### src/rtl/es_pkg.sv
package es_pkg;
    typedef enum logic [3:0] {
        S_IDLE, S_SETTLE, S_ARM, S_FIRE, S_PULSE, S_VERIFY,
        S_RECOVER, S_CHECK, S_RESTORE, S_FINISH, S_ABORT
    } es_state_t;

    localparam logic [7:0] OP_ERASE  = 8'h20;
    localparam logic [7:0] OP_VERIFY = 8'hA0;
    localparam logic [7:0] OP_READ   = 8'hFF;
    localparam logic [7:0] BYTE_BLANK = 8'hFF;
endpackage

### src/rtl/es_timer.sv
module es_timer #(
    parameter int W = 8
) (
    input  logic         clk,
    input  logic         rst_n,
    input  logic         run,
    input  logic [W-1:0] limit,
    output logic         expired
);
    logic [W-1:0] cnt;

    always_ff @(posedge clk) begin
        if (!rst_n || !run) cnt <= '0;
        else                cnt <= cnt + 1'b1;
    end

    assign expired = run && (cnt == limit - 1'b1);
endmodule

### src/rtl/es_addr_walk.sv
module es_addr_walk #(
    parameter int ADDR_W = 18
) (
    input  logic              clk,
    input  logic              rst_n,
    input  logic              clr,
    input  logic              step,
    output logic [ADDR_W-1:0] addr,
    output logic              at_top
);
    always_ff @(posedge clk) begin
        if (!rst_n || clr) addr <= '0;
        else if (step)     addr <= addr + 1'b1;
    end

    assign at_top = &addr;
endmodule

### src/rtl/es_pulse_count.sv
module es_pulse_count #(
    parameter int MAX_PULSES = 1000
) (
    input  logic clk,
    input  logic rst_n,
    input  logic clr,
    input  logic bump,
    output logic at_limit
);
    localparam int PC_W = $clog2(MAX_PULSES + 1);
    logic [PC_W-1:0] cnt;

    always_ff @(posedge clk) begin
        if (!rst_n || clr) cnt <= '0;
        else if (bump)     cnt <= cnt + 1'b1;
    end

    assign at_limit = (cnt == PC_W'(MAX_PULSES - 1));
endmodule

### src/rtl/erase_seq.sv
module erase_seq
    import es_pkg::*;
#(
    parameter int ADDR_W     = 18,
    parameter int SETTLE_CYC = 100,
    parameter int PULSE_CYC  = 500000,
    parameter int RECOV_CYC  = 300,
    parameter int MAX_PULSES = 1000
) (
    input  logic              clk,
    input  logic              rst_n,
    input  logic              start,
    input  logic              preprog_ok,
    output logic              hv_en,
    output logic              bus_req,
    output logic              bus_we,
    output logic [ADDR_W-1:0] bus_addr,
    output logic [7:0]        bus_wdata,
    input  logic              bus_ack,
    input  logic [7:0]        bus_rdata,
    output logic              done,
    output logic              err,
    output logic [ADDR_W-1:0] fail_addr
);
    localparam int TMR_MAX_A = (SETTLE_CYC > RECOV_CYC) ? SETTLE_CYC : RECOV_CYC;
    localparam int TMR_MAX   = (PULSE_CYC > TMR_MAX_A) ? PULSE_CYC : TMR_MAX_A;
    localparam int TMR_W     = $clog2(TMR_MAX + 1);

    es_state_t st, nxt;
    logic [TMR_W-1:0]  tmr_limit;
    logic [ADDR_W-1:0] cur_addr;
    logic tmr_run, tmr_exp, at_top, at_limit;
    logic resting, launch, pass, step, bump;

    assign resting = (st == S_IDLE) || (st == S_FINISH) || (st == S_ABORT);
    assign launch  = resting && start && preprog_ok;
    assign pass    = (bus_rdata == BYTE_BLANK);
    assign step    = (st == S_CHECK) && bus_ack && pass && !at_top;
    assign bump    = (st == S_CHECK) && bus_ack && !pass;
    assign tmr_run = (st == S_SETTLE) || (st == S_PULSE) || (st == S_RECOVER);

    always_comb begin
        unique case (st)
            S_PULSE:   tmr_limit = TMR_W'(PULSE_CYC);
            S_RECOVER: tmr_limit = TMR_W'(RECOV_CYC);
            default:   tmr_limit = TMR_W'(SETTLE_CYC);
        endcase
    end

    es_timer #(.W(TMR_W)) u_tmr (
        .clk(clk), .rst_n(rst_n), .run(tmr_run),
        .limit(tmr_limit), .expired(tmr_exp)
    );

    es_addr_walk #(.ADDR_W(ADDR_W)) u_walk (
        .clk(clk), .rst_n(rst_n), .clr(launch), .step(step),
        .addr(cur_addr), .at_top(at_top)
    );

    es_pulse_count #(.MAX_PULSES(MAX_PULSES)) u_pcnt (
        .clk(clk), .rst_n(rst_n), .clr(launch), .bump(bump),
        .at_limit(at_limit)
    );

    always_comb begin
        nxt = st;
        unique case (st)
            S_IDLE, S_FINISH, S_ABORT: if (launch) nxt = S_SETTLE;
            S_SETTLE:  if (tmr_exp) nxt = S_ARM;
            S_ARM:     if (bus_ack) nxt = S_FIRE;
            S_FIRE:    if (bus_ack) nxt = S_PULSE;
            S_PULSE:   if (tmr_exp) nxt = S_VERIFY;
            S_VERIFY:  if (bus_ack) nxt = S_RECOVER;
            S_RECOVER: if (tmr_exp) nxt = S_CHECK;
            S_CHECK: begin
                if (bus_ack) begin
                    if (pass) nxt = at_top ? S_RESTORE : S_VERIFY;
                    else      nxt = at_limit ? S_ABORT : S_ARM;
                end
            end
            S_RESTORE: if (bus_ack) nxt = S_FINISH;
            default:   nxt = S_IDLE;
        endcase
    end

    always_ff @(posedge clk) begin
        if (!rst_n) begin
            st        <= S_IDLE;
            fail_addr <= '0;
        end else begin
            st <= nxt;
            if (launch)    fail_addr <= '0;
            else if (bump) fail_addr <= cur_addr;
        end
    end

    always_comb begin
        hv_en     = !resting;
        bus_req   = 1'b0;
        bus_we    = 1'b1;
        bus_addr  = '0;
        bus_wdata = 8'h00;
        done      = (st == S_FINISH);
        err       = (st == S_ABORT);
        unique case (st)
            S_ARM, S_FIRE: begin
                bus_req   = 1'b1;
                bus_wdata = OP_ERASE;
            end
            S_VERIFY: begin
                bus_req   = 1'b1;
                bus_addr  = cur_addr;
                bus_wdata = OP_VERIFY;
            end
            S_CHECK: begin
                bus_req  = 1'b1;
                bus_we   = 1'b0;
                bus_addr = cur_addr;
            end
            S_RESTORE: begin
                bus_req   = 1'b1;
                bus_wdata = OP_READ;
            end
            default: ;
        endcase
    end
endmodule

### config.mk
export PLATFORM = sky130hd
export DESIGN_NAME = erase_seq
export DESIGN_NICKNAME = d
export VERILOG_FILES = /design/src/rtl/es_pkg.sv /design/src/rtl/es_timer.sv /design/src/rtl/es_addr_walk.sv /design/src/rtl/es_pulse_count.sv /design/src/rtl/erase_seq.sv
export SDC_FILE = /design/constraint.sdc
export NUM_CORES = 1
export LEC_CHECK = 0
export BUFFER_PORTS_ARGS = -buffer_cell sky130_fd_sc_hd__buf_2
export CELL_PAD_IN_SITES_DETAIL_PLACEMENT = 1
export CELL_PAD_IN_SITES_GLOBAL_PLACEMENT = 2
export CORE_MARGIN = 5
export CORE_UTILIZATION = 31
export DETAILED_ROUTE_END_ITERATION = 8
export GPL_TIMING_DRIVEN = 0
export MAX_ROUTING_LAYER = met4
export PLACE_DENSITY = 0.78
export SYNTH_ARGS = -nofsm -noshare
export SYNTH_HDL_FRONTEND = slang
export SYNTH_HIERARCHICAL = 1
export SYNTH_SLANG_ARGS = --single-unit
### constraint.sdc
create_clock -name clk -period 3.3 [get_ports clk]
set_input_delay 0.33 -clock clk [delete_from_list [all_inputs] [get_ports clk]]
set_output_delay 0.33 -clock clk [all_outputs]
set_load 0.02 [all_outputs]
=== Word level (Yosys, flattened, before mapping) ===
Index checks and enable logic that the tools add are counted.

* RAM bits: 0
* Input bits: 13
* Flip-flop bits (word level): 69
* Memories kept: 0
* Output and inout port bits: 49
* ROM bits: 0
* Latch bits: 0

* Multiply operators: 0
* Equal/unequal tests: 22
* Div/mod/pow operators: 0
* Add/sub/neg operators: 4
* Bitwise logic cells: 1
* Mux-type cells: 18
* Reduce and logical (&&, ||, !) cells: 26
* $lt $le $gt $ge: 0
* Shifts and indexed selects: 0

{| class="wikitable"
|+ Operators by type and width
! cell !! count
|-
| 4-bit 2-to-1 mux || 12
|-
| 19-bit one-hot mux with 2 select lines || 1
|-
| 4-bit one-hot mux with 9 select lines || 1
|-
| 8-bit one-hot mux with 3 select lines || 1
|-
| 19-bit by 1-bit adder with 19-bit output, second input constant || 1
|-
| 19-bit equality test || 1
|-
| 19-bit by 1-bit subtractor with 19-bit output, second input constant || 1
|-
| 18-bit by 1-bit adder with 18-bit output, second input constant || 1
|-
| 18-bit 2-to-1 mux || 1
|-
| 18-bit AND reduction || 1
|-
| 4-bit by 3-bit equality test with 1-bit output, second input constant || 4
|-
| 2-bit inequality test, second input constant || 8
|-
| 4-bit equality test, second input constant || 3
|-
| 10-bit by 1-bit adder with 10-bit output, second input constant || 1
|-
| 10-bit equality test, second input constant || 1
|-
| 9-bit AND reduction || 1
|-
| 4-bit by 2-bit equality test with 1-bit output, second input constant || 2
|-
| 8-bit equality test, second input constant || 1
|-
| 1-bit logical AND || 7
|-
| 1-bit logical OR || 6
|-
| 2-bit OR reduction || 3
|-
| 1-bit zero test || 5
|-
| 5-bit OR reduction || 1
|-
| 4-bit by 1-bit equality test with 1-bit output, second input constant || 1
|-
| other kinds (5) || 6
|}

=== Longest topological paths before layout ===
* Depth in word-level cells: 7
* Gate-level depth with buffers: 15

=== Modules after synthesis ===
The synthesis kept the hierarchy.

{| class="wikitable"
|+ By module, submodules not included
! module !! cells each !! times used !! area each (um^2)
|-
| es_timer || 178 || 1 || 1427.6
|-
| erase_seq || 156 || 1 || 1350.0
|-
| es_addr_walk || 95 || 1 || 828.3
|-
| es_pulse_count || 57 || 1 || 498.0
|}

=== Least setup slack after synthesis ===
Ideal clock, no wire load.

* Path type: reg-to-reg
* Start point: register st[3]
* End point: register st[1]
* Stages on the path, launching flop included: 14
* Required time: 3185 ps
* Library setup time: 115 ps
* Slack: -41 ps
* Data arrival time: 3225 ps
* Clock period less this slack: 3341 ps
* Path buffers: 0
* Cells stage by stage: dfxtp_1 and2b_1 nor2b_1 nand2b_1 inv_1 xor2_1 or4b_1 a32oi_1 and4_1 or3b_2 a41oi_2 a211oi_2 o21ai_0 a31o_1

* Cells in the longest elaborated chain, start to end: 7
* Elaborated cells on any way between the ends: 33

{| class="wikitable"
|+ RTL lines
! item !! line !! RTL
|-
| start, declared || erase_seq.sv:29 || <nowiki>es_state_t st, nxt;</nowiki>
|-
| start signal, assigned || erase_seq.sv:91 || <nowiki>st <= nxt;</nowiki>
|-
| 4-bit by 3-bit equality test with 1-bit output || erase_seq.sv:43 || <nowiki>unique case (st)</nowiki>
|-
| 19-bit one-hot mux with 2 select lines * || erase_seq.sv:43 ||
|-
| named net tmr_limit[8] || erase_seq.sv:30 || <nowiki>logic [TMR_W-1:0] tmr_limit;</nowiki>
|-
| 19-bit by 1-bit subtractor with 19-bit output * || es_timer.sv:17 || <nowiki>assign expired = run && (cnt == limit - 1'b1);</nowiki>
|-
| 19-bit equality test * || es_timer.sv:17 ||
|-
| 1-bit logical AND * || es_timer.sv:17 ||
|-
| named net tmr_exp || erase_seq.sv:32 || <nowiki>logic tmr_run, tmr_exp, at_top, at_limit;</nowiki>
|-
| 2-bit inequality test (no source line) || - ||
|-
| 9-bit AND reduction (no source line) * || - ||
|}

The timed path passes the listed nets; every way through them passes the cells marked *.
A chain may end at the register's enable or synchronous reset.

=== Final worst setup path ===
* Start point: register st[3]
* End point: register st[3]

Same word-level chain as after synthesis.

==> results_dict.tcl <==
set metrics [dict create \
    wire_per_inst_um 14.3 \
    min_period_over_period_pct 96.5 \
    cp-startpoint "st[3]" \
    yosysSeqAreaShare_pct 33.7 \
    die-area_um2 15600 \
    firstDrtPassIters 4 \
    avgSynthCellArea_um2 8.44 \
    path_class "reg -> reg" \
    synth-edff-count 0 \
    path_buf_inv 3 \
    grt-ovfl-total 0 \
    power_density_nw_per_um2 480 \
    area_delta_synth_final_pct 30.2 \
    grt_pass1_vias 3912 \
    via_per_inst 4.82 \
    cpPeakStageDelay_ns 0.49 \
    routed-via-count 3825 \
    final_layout_size_suffix_gt1_share_pct 24.5 \
    ys_warn_count 6 \
    crit_family "simple AND/OR/NAND/NOR gates" \
    ctsRootBufferMaster "clkbuf_16" \
    place_ws_ns -0.932 \
    finalHoldViolations 0 \
    synth_top_area_cell "dfxtp_1" \
    critPathRequiredTime_ns 3.53 \
    die_w_um 125 \
    drc_errors 0 \
    place.gp.congestion 0.782 \
    fill_cells 1646 \
    leakagePower_nw 2.34 \
    antenna_found_initial 0 \
    crit_chain "and2b_1 > nor2b_4 > and2_4 > buf_4 > xnor2_1 > nor3_2 > a31oi_1 > nor4_2 > and4_4 > or4b_4 > a41oi_4 > a211oi_4 > buf_4 > buf_4 > o211a_1" \
    min-delay-start "rst_n" \
    finalInstanceArea_um2 5340 \
    reg2reg_slack_ns 0.11 \
    numCtsBuffers 9 \
    row_count 42 \
    slew_headroom_pct 40.3 \
    ys_types 72 \
    die_h_um 125 \
    ant_nets 0 \
    finalClockSkew_ns 0.00817 \
    synth_seq_cells 69 \
    hpwl_um 8750 \
    fmax_ghz 0.314 \
    core_um2 13100 \
    synth_cells 486 \
    boundaryPins 62 \
    peakVddDrop_mv 0.259 \
    path_max_fanout 5 \
    period_needed_ns 3.19 \
    worst_path_max_delay_cell "or4b_4" \
    cts_max_level 3 \
    cts_sinks 69 \
    clockBufferDepth 2 \
    wl_um 11300 \
    synthFlopType "dfxtp_1" \
    tightest_slew_ns 0.887 \
    grt_use_total_pct 15.0 \
    crit_top_cell "buf_4" \
    rsz0062_at_grt "true" \
    synthTopCellsByArea "dfxtp_1, nor2_1, xnor2_1, mux2i_1, and3_1" \
    worstHoldPathType "in -> reg" \
    syn-cell-area_um2 4100 \
    end_kind "register" \
    cts_hold_buffers 0 \
    yosysMostFrequentCell "nor2_1" \
    setup_violations 0 \
    fin_ws_ns 0.115 \
    status "finished clean" \
    first_iter_violations 155 \
    dpl_cell_area_um2 4790 \
    max_cap_viol_count 0 \
    layout.nets 630 \
    start_util_pct 31.2 \
    clk_latency_ns 0.34 \
    grt_pass1_wl_um 18900 \
    clk_pin_slew_ns 0.06 \
    arrival_ns 3.41 \
    grt_max_degree 13 \
    r2r-start "st[3]" \
    io_buffers 61 \
    synthTopCellsByCount "nor2_1, dfxtp_1, xnor2_1, and3_1" \
    cts_tree "yes" \
    n_antenna_cell 0 \
    async_flop_share_pct 0 \
    critPathLaunchType "register" \
    drv_slew 0 \
    synth_top_area_share_pct 33.7 \
]
-- placed cells by master, fill, tap and decap left out, types with 4 or more instances in the layout --
master and n:
clkbuf_1 12, nor3_1 10, clkbuf_16 9, nor4_1 5
nor2b_1 9, nand2_1 26, nor2_1 68, xor2_1 19
buf_2 65, mux2i_1 26, buf_4 19, nand3_1 15
ha_1 4, or3_1 7, and3_1 28, xnor2_1 28
o21ai_0 6, conb_1 45, nand4_1 16, a21oi_1 9
nand2b_1 11, dfxtp_1 67, inv_1 10
-- state kept, by name (all words and copies together) (netlist names) --
register and flops:
u_walk/addr 18, u_tmr/cnt 19, st 4, fail_addr 18, u_pcnt/cnt 10
-- kinds of logic (layout without fill, tap and decap cells) --
logic type / count (synthesis) / count (layout) / share of synthesized area (%)
AOI/OAI and AO/OA: 50 / 50 / 8.90
xor gates and xnor gates: 51 / 51 / 11.1
adders and majority gates: 4 / 4 / 1.22
buffers and inverters: 39 / 127 / 4.70
DFF: 69 / 69 / 33.7
muxes: 29 / 29 / 7.44
other: 2 / 45 / 0.183
and+or+nand+nor: 242 / 242 / 32.8
-- report_power, final --
part	total, mW	internal, mW	switching, mW
clock	0.954	0.580	0.374
sequential	0.865	0.852	0.0122
combinational	0.744	0.299	0.445
total	2.56	1.73	0.832
-- path summary, 6_finish.rpt --
kind / cells past startpoint / endpoint
worst max-delay path: 15 / st[3]
worst min-delay path: 2 / st[3]
worst max register to register: 15 / st[3]
worst min register to register: 2 / fail_addr[14]
-- final cells by class --
type                       instances  area, um2  area share, %
buffer                            27        159           2.97
clock buffer                       9        225           4.21
clock inverter                     6       63.8           1.19
inverter                          12       57.6           1.08
multi-input combinational        421       2840           53.1
sequential                        69       1380           25.9
tap                              176        220           4.12
timing repair buffer              73        395           7.40
-- per-stage QoR --
stage / hold slack [ns] / setup TNS [ns] / power [mW] / std cells / util [%]
2_1_floorplan: 0.444 / 0 / 1.34 / 529 / -
3_5_place_dp: 0.479 / -4.02 / 1.53 / 766 / 36.5
6_report: 0.348 / 0 / 2.56 / 793 / 40.7
5_1_grt: 0.346 / -0.0818 / 2.69 / 793 / 40.7
3_3_place_gp: 0.455 / -3.24 / 1.51 / 766 / 36.5
4_1_cts: 0.345 / 0 / 2.54 / 785 / 39.3
-- metal layers --
layer | share of wire (%) | global-route usage, %
met1 | 46 | 17.5
met2 | 50 | 26.1
met3 | 3.1 | 3.67
met4 | 0.99 | 3.25
met5 | 0 | -
-- what timing repair did --
action,in CTS,in global routing
endpoints found under the setup margin,9,7
gates resized for setup,15,29
cloned,0,0
setup buffers,4,8
pin swaps,5,13
Power figures use the tool's default switching activity.
